### src/rtl/mbx_pkg.sv
package mbx_pkg;
  localparam int ADDR_W = 9;
  localparam int DATA_W = 32;
  localparam int SLOT_W = 4;
  localparam int FULL_BIT = 16;

  typedef enum logic [1:0] {
    UREG_STAT = 2'd0,
    UREG_SET  = 2'd1,
    UREG_CLR  = 2'd2,
    UREG_RSVD = 2'd3
  } ureg_e;

  function automatic logic in_msg_region(logic [ADDR_W-1:0] a);
    return a[8:6] == 3'b001;
  endfunction

  function automatic logic in_cnt_region(logic [ADDR_W-1:0] a);
    return a[8:6] == 3'b011;
  endfunction

  function automatic logic in_user_region(logic [ADDR_W-1:0] a);
    return a[8];
  endfunction

  function automatic logic [SLOT_W-1:0] slot_of(logic [ADDR_W-1:0] a);
    return a[5:2];
  endfunction

  function automatic logic [SLOT_W-1:0] user_of(logic [ADDR_W-1:0] a);
    return a[7:4];
  endfunction

  function automatic ureg_e ureg_of(logic [ADDR_W-1:0] a);
    return ureg_e'(a[3:2]);
  endfunction

  // Event bits that exist for a given queue count: two per queue.
  function automatic logic [DATA_W-1:0] evt_mask(int nq);
    logic [DATA_W-1:0] m;
    m = '0;
    for (int q = 0; q < nq; q++) begin
      m[2*q]   = 1'b1;
      m[2*q+1] = 1'b1;
    end
    return m;
  endfunction

  function automatic logic [DATA_W-1:0] count_word(int unsigned cnt, logic full);
    logic [DATA_W-1:0] w;
    w = DATA_W'(cnt & 32'h7);
    w[FULL_BIT] = full;
    return w;
  endfunction
endpackage

### src/rtl/mbx_queue.sv
module mbx_queue #(
  parameter int DW    = 32,
  parameter int DEPTH = 4,
  localparam int PW   = (DEPTH > 1) ? $clog2(DEPTH) : 1,
  localparam int CW   = $clog2(DEPTH + 1)
) (
  input  logic          clk,
  input  logic          rst_n,
  input  logic          push,
  input  logic          pop,
  input  logic [DW-1:0] wdata,
  output logic [DW-1:0] head,
  output logic [CW-1:0] count,
  output logic          full,
  output logic          empty
);
  logic [DW-1:0] mem [DEPTH];
  logic [PW-1:0] wr_ptr, rd_ptr;
  logic          do_push, do_pop;

  assign full    = (count == CW'(DEPTH));
  assign empty   = (count == '0);
  assign do_push = push && !full;
  assign do_pop  = pop && !empty;
  assign head    = empty ? '0 : mem[rd_ptr];

  always_ff @(posedge clk or negedge rst_n) begin
    if (!rst_n) begin
      wr_ptr <= '0;
      rd_ptr <= '0;
      count  <= '0;
      for (int i = 0; i < DEPTH; i++) mem[i] <= '0;
    end else begin
      if (do_push) begin
        mem[wr_ptr] <= wdata;
        wr_ptr      <= (wr_ptr == PW'(DEPTH - 1)) ? '0 : wr_ptr + 1'b1;
      end
      if (do_pop)
        rd_ptr <= (rd_ptr == PW'(DEPTH - 1)) ? '0 : rd_ptr + 1'b1;
      if (do_push && !do_pop)      count <= count + 1'b1;
      else if (do_pop && !do_push) count <= count - 1'b1;
    end
  end

  // a push into a full queue leaves it full
  a_r3_no_overflow: assert property (@(posedge clk) disable iff (!rst_n)
    (push && full && !pop) |=> (count == CW'(DEPTH)));
  // a pop from an empty queue leaves it empty
  a_r4_no_underflow: assert property (@(posedge clk) disable iff (!rst_n)
    (pop && empty && !push) |=> (count == '0));
  // an accepted push grows the count by one
  a_r2_push_grows: assert property (@(posedge clk) disable iff (!rst_n)
    (push && !full && !pop) |=> (count == $past(count) + 1'b1));
  // count never exceeds depth
  a_r5_count_bound: assert property (@(posedge clk) disable iff (!rst_n)
    count <= CW'(DEPTH));
endmodule

### src/rtl/mbx_user_irq.sv
module mbx_user_irq #(
  parameter int DW = 32
) (
  input  logic          clk,
  input  logic          rst_n,
  input  logic          set_we,
  input  logic          clr_we,
  input  logic [DW-1:0] wdata,
  input  logic [DW-1:0] valid_mask,
  input  logic [DW-1:0] raw_evt,
  output logic [DW-1:0] enable,
  output logic          irq
);
  logic [DW-1:0] set_bits;
  assign set_bits = wdata & valid_mask;

  always_ff @(posedge clk or negedge rst_n) begin
    if (!rst_n)      enable <= '0;
    else if (set_we) enable <= enable | set_bits;
    else if (clr_we) enable <= enable & ~wdata;
  end

  assign irq = |(raw_evt & enable);

  // bits written with set are present afterwards
  a_r7_set_sticks: assert property (@(posedge clk) disable iff (!rst_n)
    set_we |=> ((enable & $past(set_bits)) == $past(set_bits)));
  // bits written with clear are gone afterwards
  a_r7_clr_drops: assert property (@(posedge clk) disable iff (!rst_n)
    (clr_we && !set_we) |=> ((enable & $past(wdata)) == '0));
  // clearing all enables silences the line
  a_r8_all_clear_quiet: assert property (@(posedge clk) disable iff (!rst_n)
    (clr_we && !set_we && (wdata == '1)) |=> !irq);
  // unconfigured queue bits never enabled
  a_r7_mask_held: assert property (@(posedge clk) disable iff (!rst_n)
    ((enable & ~valid_mask) == '0));
endmodule

### src/rtl/ipc_mailbox.sv
module ipc_mailbox #(
  parameter int NUM_QUEUES = 8,
  parameter int NUM_USERS  = 4,
  parameter int DEPTH      = 4,
  localparam int DW        = mbx_pkg::DATA_W,
  localparam int AW        = mbx_pkg::ADDR_W,
  localparam int SW        = mbx_pkg::SLOT_W,
  localparam int CW        = $clog2(DEPTH + 1)
) (
  input  logic                 clk,
  input  logic                 rst_n,
  input  logic                 req_valid,
  input  logic                 req_write,
  input  logic [AW-1:0]        req_addr,
  input  logic [DW-1:0]        req_wdata,
  output logic [DW-1:0]        rsp_rdata,
  output logic [NUM_USERS-1:0] user_irq
);
  import mbx_pkg::*;

  localparam logic [DW-1:0] EVT_MASK = evt_mask(NUM_QUEUES);

  // decode
  logic [SW-1:0] slot, usr;
  ureg_e         ureg;
  logic          msg_hit, cnt_hit, usr_hit, slot_ok, usr_ok;
  logic          rd_req, wr_req;

  assign slot    = slot_of(req_addr);
  assign usr     = user_of(req_addr);
  assign ureg    = ureg_of(req_addr);
  assign slot_ok = (int'(slot) < NUM_QUEUES);
  assign usr_ok  = (int'(usr) < NUM_USERS);
  assign msg_hit = in_msg_region(req_addr) && slot_ok;
  assign cnt_hit = in_cnt_region(req_addr) && slot_ok;
  assign usr_hit = in_user_region(req_addr) && usr_ok;
  assign rd_req  = req_valid && !req_write;
  assign wr_req  = req_valid && req_write;

  // queues
  logic [DW-1:0] q_head  [NUM_QUEUES];
  logic [CW-1:0] q_count [NUM_QUEUES];
  logic [NUM_QUEUES-1:0] q_full, q_empty, q_push, q_pop;
  logic [DW-1:0] raw_evt;

  for (genvar q = 0; q < NUM_QUEUES; q++) begin : g_queue
    assign q_push[q] = wr_req && msg_hit && (slot == SW'(q));
    assign q_pop[q]  = rd_req && msg_hit && (slot == SW'(q));
    mbx_queue #(.DW(DW), .DEPTH(DEPTH)) u_queue (
      .clk(clk), .rst_n(rst_n),
      .push(q_push[q]), .pop(q_pop[q]), .wdata(req_wdata),
      .head(q_head[q]), .count(q_count[q]),
      .full(q_full[q]), .empty(q_empty[q])
    );
  end

  always_comb begin
    raw_evt = '0;
    for (int q = 0; q < NUM_QUEUES; q++) begin
      raw_evt[2*q]   = !q_empty[q];
      raw_evt[2*q+1] = !q_full[q];
    end
  end

  // users
  logic [DW-1:0] u_enable [NUM_USERS];

  for (genvar u = 0; u < NUM_USERS; u++) begin : g_user
    logic sel;
    assign sel = wr_req && usr_hit && (usr == SW'(u));
    mbx_user_irq #(.DW(DW)) u_irq (
      .clk(clk), .rst_n(rst_n),
      .set_we(sel && (ureg == UREG_SET)),
      .clr_we(sel && (ureg == UREG_CLR)),
      .wdata(req_wdata), .valid_mask(EVT_MASK), .raw_evt(raw_evt),
      .enable(u_enable[u]), .irq(user_irq[u])
    );
  end

  // read mux
  logic [DW-1:0] rd_next;
  always_comb begin
    rd_next = '0;
    if (msg_hit || cnt_hit) begin
      for (int q = 0; q < NUM_QUEUES; q++)
        if (slot == SW'(q))
          rd_next = msg_hit ? q_head[q] : count_word(int'(q_count[q]), q_full[q]);
    end else if (usr_hit) begin
      for (int u = 0; u < NUM_USERS; u++)
        if (usr == SW'(u)) begin
          case (ureg)
            UREG_STAT:          rd_next = raw_evt;
            UREG_SET, UREG_CLR: rd_next = u_enable[u];
            default:            rd_next = '0;
          endcase
        end
    end
  end

  always_ff @(posedge clk or negedge rst_n) begin
    if (!rst_n)      rsp_rdata <= '0;
    else if (rd_req) rsp_rdata <= rd_next;
  end

  // observation wires for assertions
  logic rd_empty_msg, rd_unmapped;
  assign rd_empty_msg = rd_req && msg_hit && ((q_pop & q_empty) != '0);
  assign rd_unmapped  = rd_req && !msg_hit && !cnt_hit && !usr_hit;

  // empty message read returns zero
  a_r4_empty_read_zero: assert property (@(posedge clk) disable iff (!rst_n)
    rd_empty_msg |=> (rsp_rdata == '0));
  // unmapped or unconfigured reads return zero
  a_r9_unmapped_zero: assert property (@(posedge clk) disable iff (!rst_n)
    rd_unmapped |=> (rsp_rdata == '0));
  // read data held between reads
  a_r2_rdata_hold: assert property (@(posedge clk) disable iff (!rst_n)
    !rd_req |=> $stable(rsp_rdata));
  // at most one request target selected
  a_r6_one_target: assert property (@(posedge clk) disable iff (!rst_n)
    $onehot0({msg_hit, cnt_hit, usr_hit}));
endmodule

### config.mk
export PLATFORM = sky130hd
export DESIGN_NAME = ipc_mailbox
export DESIGN_NICKNAME = d
export VERILOG_FILES = /design/src/rtl/mbx_pkg.sv /design/src/rtl/mbx_queue.sv /design/src/rtl/mbx_user_irq.sv /design/src/rtl/ipc_mailbox.sv
export SDC_FILE = /design/constraint.sdc
export NUM_CORES = 2
export LEC_CHECK = 0
export ABC_AREA = 1
export CORE_ASPECT_RATIO = 0.9
export CORE_MARGIN = 10
export CORE_UTILIZATION = 40
export DETAILED_ROUTE_END_ITERATION = 8
export SLEW_MARGIN = 20
export SYNTH_ARGS = -nofsm -noshare
export SYNTH_HDL_FRONTEND = slang
export SYNTH_HIERARCHICAL = 1
export SYNTH_SLANG_ARGS = --single-unit
### constraint.sdc
create_clock -name clk -period 2.6 [get_ports clk]
set_input_delay 0.39 -clock clk [delete_from_list [all_inputs] [get_ports clk]]
set_output_delay 0.39 -clock clk [all_outputs]
set_load 0.1 [all_outputs]
==> results.yml <==
status:
  outcome: "finished, violations left"
  failed_checks: "setup timing"
clocking:
  clockRootBuffer: "clkbuf_16"
  clock_sinks: 1240
  numCtsBuffers: 144
  cts_tree: "done"
  clockBufferDepth: 3
  clk_latency_ns: 0.80
  clkSlewWorstSetupHoldPaths_ns: 0.07
  htreeDepth: 4
critical_path:
  ff2ff_path_depth: 19
  crit_type: "register to output port"
  crit_required_ns: 2.21
  cp_max_fo: 6
  rrSetupSlack_ns: -0.10
  cpPeakStageDelay_ns: 0.46
  path_common_cell: "nand2_1"
  path_buf_inv: 5
  worstSetupEndpointType: "output port"
  crit_slowest_cell: "dfrtp_2"
  cp_top_family: "simple AND/OR/NAND/NOR gates"
  crit_chain: "inv_2 > nand3_4 > inv_1 > inv_1 > nand2_1 > nand2_1 > nor2_1 > nand2_1 > nor2_1 > nand2_1 > buf_12 > buf_16"
  path_depth: 12
  arrival_ns: 2.68
  start_kind: "register"
placed_design:
  placed_cell_area_mm2: 0.0789
  place_congestion: 0.974
  io_buffers: 78
  hpwlAfterDp_mm: 183
logic_synthesis:
  ys_seq_elements: 1240
  yosysSeqAreaShare_pct: 43.3
  avgSynthCellArea_um2: 7.19
  netlist_area_mm2: 0.0716
  synth_cells: 9962
  synthDistinctLibCells: 36
  ys_warn_count: 6
run:
  drv_cap: 0
global_route:
  grt_pass1_vias: 65150
  antenna_found_initial: 5
  grt-ovfl-total: 0
  grt_max_degree: 134
  track_usage_pct: 27.8
  grt_pass1_wl_mm: 425
layout:
  multi_input_area_mm2: 0.0330
  final_area_mm2: 0.0844
  layout_commonest_cell: "nand2_1"
  drive_above_1_share_pct: 13.9
  regArea_mm2: 0.0310
  final_cell_mix: "3892 x nand2_1, 1316 x inv_1, 1227 x dfrtp_1"
  nets: 10440
  area_growth_pct: 17.9
  nFillCells: 17676
pwr:
  combinationalPowerShare_pct: 11.5
  power_density_mw_per_mm2: 549
  clkPwrFrac_pct: 45.8
  power_mw: 46.4
  p_sw_share_pct: 28.0
  switchingPower_mw: 13.0
  power.leakage_nw: 43.9
  peakVddDrop_mv: 0.681
  pwr-share-seq_pct: 42.7
  p_int_mw: 33.4
sta:
  rsz0062_at_grt: "yes"
  skew_ns: 0.0200
  worst_slack_ns: -0.467
  slew_violations: 0
  setup_viol: 5
  fin_hold_ws_ns: 0.0847
  worst_pin_slew_ns: 1.04
  setup-tns-final_ns: -1.75
  finalCriticalPeriod_ns: 3.07
  min_period_over_period_pct: 118
  max_slew_margin_pct: 30.2
  finalHoldViolCount: 0
  clock.fmax_ghz: 0.326
routing:
  vias: 70004
  ant_nets: 0
  wl_per_cell_um: 22.0
  totalWireLength_mm: 282
  first_pass_iters: 6
  drt-initial-drc-count: 8787
  drc: 0
  via_per_inst: 5.46
worst_hold_path:
  hold_path.class: "primary input to register"
  min_path_cells: 4
floorplanning:
  die-area_mm2: 0.196
  core_mm2: 0.178
  die_h_um: 421
  std_cell_rows: 147
  die_w_um: 466
  start_util_pct: 40.2
  io_pins: 81
-- through the flow --
step           setup WS [ns]  utilization (%)  instances
4_1_cts               -0.493             47.2      12819
2_1_floorplan        -0.0211                -      10152
6_report              -0.467             47.4      12832
3_5_place_dp          -0.709             44.3      12547
5_1_grt               -0.530             47.4      12831
3_3_place_gp          -0.711             44.3      12547
-- final timing paths --
check	from	to
max reg2reg	g_queue[0].u_queue/count[1]	rsp_rdata[23]
max in group asynchronous	rst_n	g_queue[1].u_queue/count[2]
min	req_wdata[4]	g_queue[7].u_queue/mem[36]
min reg2reg	g_queue[5].u_queue/mem[33]	g_queue[5].u_queue/mem[33]
min in group asynchronous	rst_n	g_queue[5].u_queue/mem[108]
max	g_queue[7].u_queue/count[0]	user_irq[3]
-- synthesized netlist by cell type --
master,number,area [µm²]
nand2_1,3911,14700
inv_1,1345,5050
dfrtp_1,1240,31000
nand4_1,1047,6550
nand3_1,616,3080
buf_2,420,2100
a21oi_1,298,1490
clkbuf_1,197,739
nor2_1,163,612
nand3_2,128,1280
a22oi_2,120,1500
buf_1,69,259
o21ai_0,60,300
ha_1,53,663
or2_2,42,263
buf_4,32,240
o211ai_1,29,218
a31oi_1,24,150
inv_2,24,90.1
o21ai_1,24,120
nor3_1,15,75.1
nand3b_1,14,105
o221ai_1,14,123
buf_12,12,240
a22oi_1,8,60.1
buf_6,8,90.1
fa_1,8,160
nor2_2,8,50.1
nor2_4,8,90.1
xnor2_1,8,70.1
nand2_2,6,37.5
or2_1,4,25.0
o22ai_1,3,18.8
conb_1,2,7.51
inv_4,1,6.26
nand3_4,1,17.5
-- worst register-to-register path: stages, from the launching register on --
cell and delay [ns]:
dfrtp_1 0.40, inv_2 0.07, nand3_2 0.08, inv_2 0.09, buf_4 0.32, buf_4 0.27, a21oi_1 0.07, buf_4 0.16
nand2_1 0.07, nand2_1 0.10, nand2_1 0.10, nand2_1 0.05, nand2_1 0.05, nand4_1 0.18, nand2_1 0.11, nand2_1 0.09
nand2_1 0.15, nand3_1 0.10, o21ai_1 0.08, inv_1 0.05
-- cells by family (layout without fill, tap and decap cells) --
group / after synthesis / after routing / share of synthesized area, %
AND/OR/NAND/NOR: 5963 / 5963 / 37.5
XOR/XNOR: 8 / 8 / 0.0979
buffers and inverters: 2108 / 2403 / 12.3
flip-flops: 1240 / 1240 / 43.3
adder cells (fa/ha/maj): 61 / 61 / 1.15
AO/OA/AOI/OAI: 580 / 580 / 5.56
other: 2 / 193 / 0.0105
-- sequential cells by signal, indices dropped and copies added (netlist names) --
signal,flops
g_queue.u_queue/wr_ptr,16
g_queue.u_queue/count,24
g_user.u_irq/enable,128
g_queue.u_queue/rd_ptr,16
rsp_rdata,32
g_queue.u_queue/mem,1024
-- power by group through the flow --
stage	clock (mW)	sequential (mW)	combinational, mW
2_1_floorplan	0	20.5	1.79
3_3_place_gp	0	20.1	5.07
3_5_place_dp	0	20.1	5.09
4_1_cts	21.5	19.8	5.16
6_report	21.2	19.8	5.31
5_1_grt	22.2	19.8	5.63
-- repair_timing --
item / in CTS / in global routing
gates cloned: 0 / 1
setup endpoints to repair: 13 / 30
buffers inserted: 10 / 12
pin swaps: 17 / 21
resized for setup: 63 / 71
hold buffers: 3 / 0
endpoints found under the hold margin: 312 / 0
-- routing by layer --
layer / part of all wire (%) / GRT usage (%) / vias up
met5: 0.017 / 0 / -
met4: 4.8 / 11.8 / 8
met3: 9.7 / 5.84 / 520
met2: 41 / 39.2 / 3141
met1: 44 / 40.8 / 33952
li1: - / - / 32383
-- cell type report --
type	count	share of cell area (%)
multi-input cells	6804	39.1
flip-flops and latches	1240	36.8
repair buffers	774	8.72
inverters	1370	6.12
clock buffers	211	5.05
well taps	2384	3.53
clock inverters	48	0.713
diodes	1	0.00296
No activity file was read; power rests on OpenSTA's default activity.
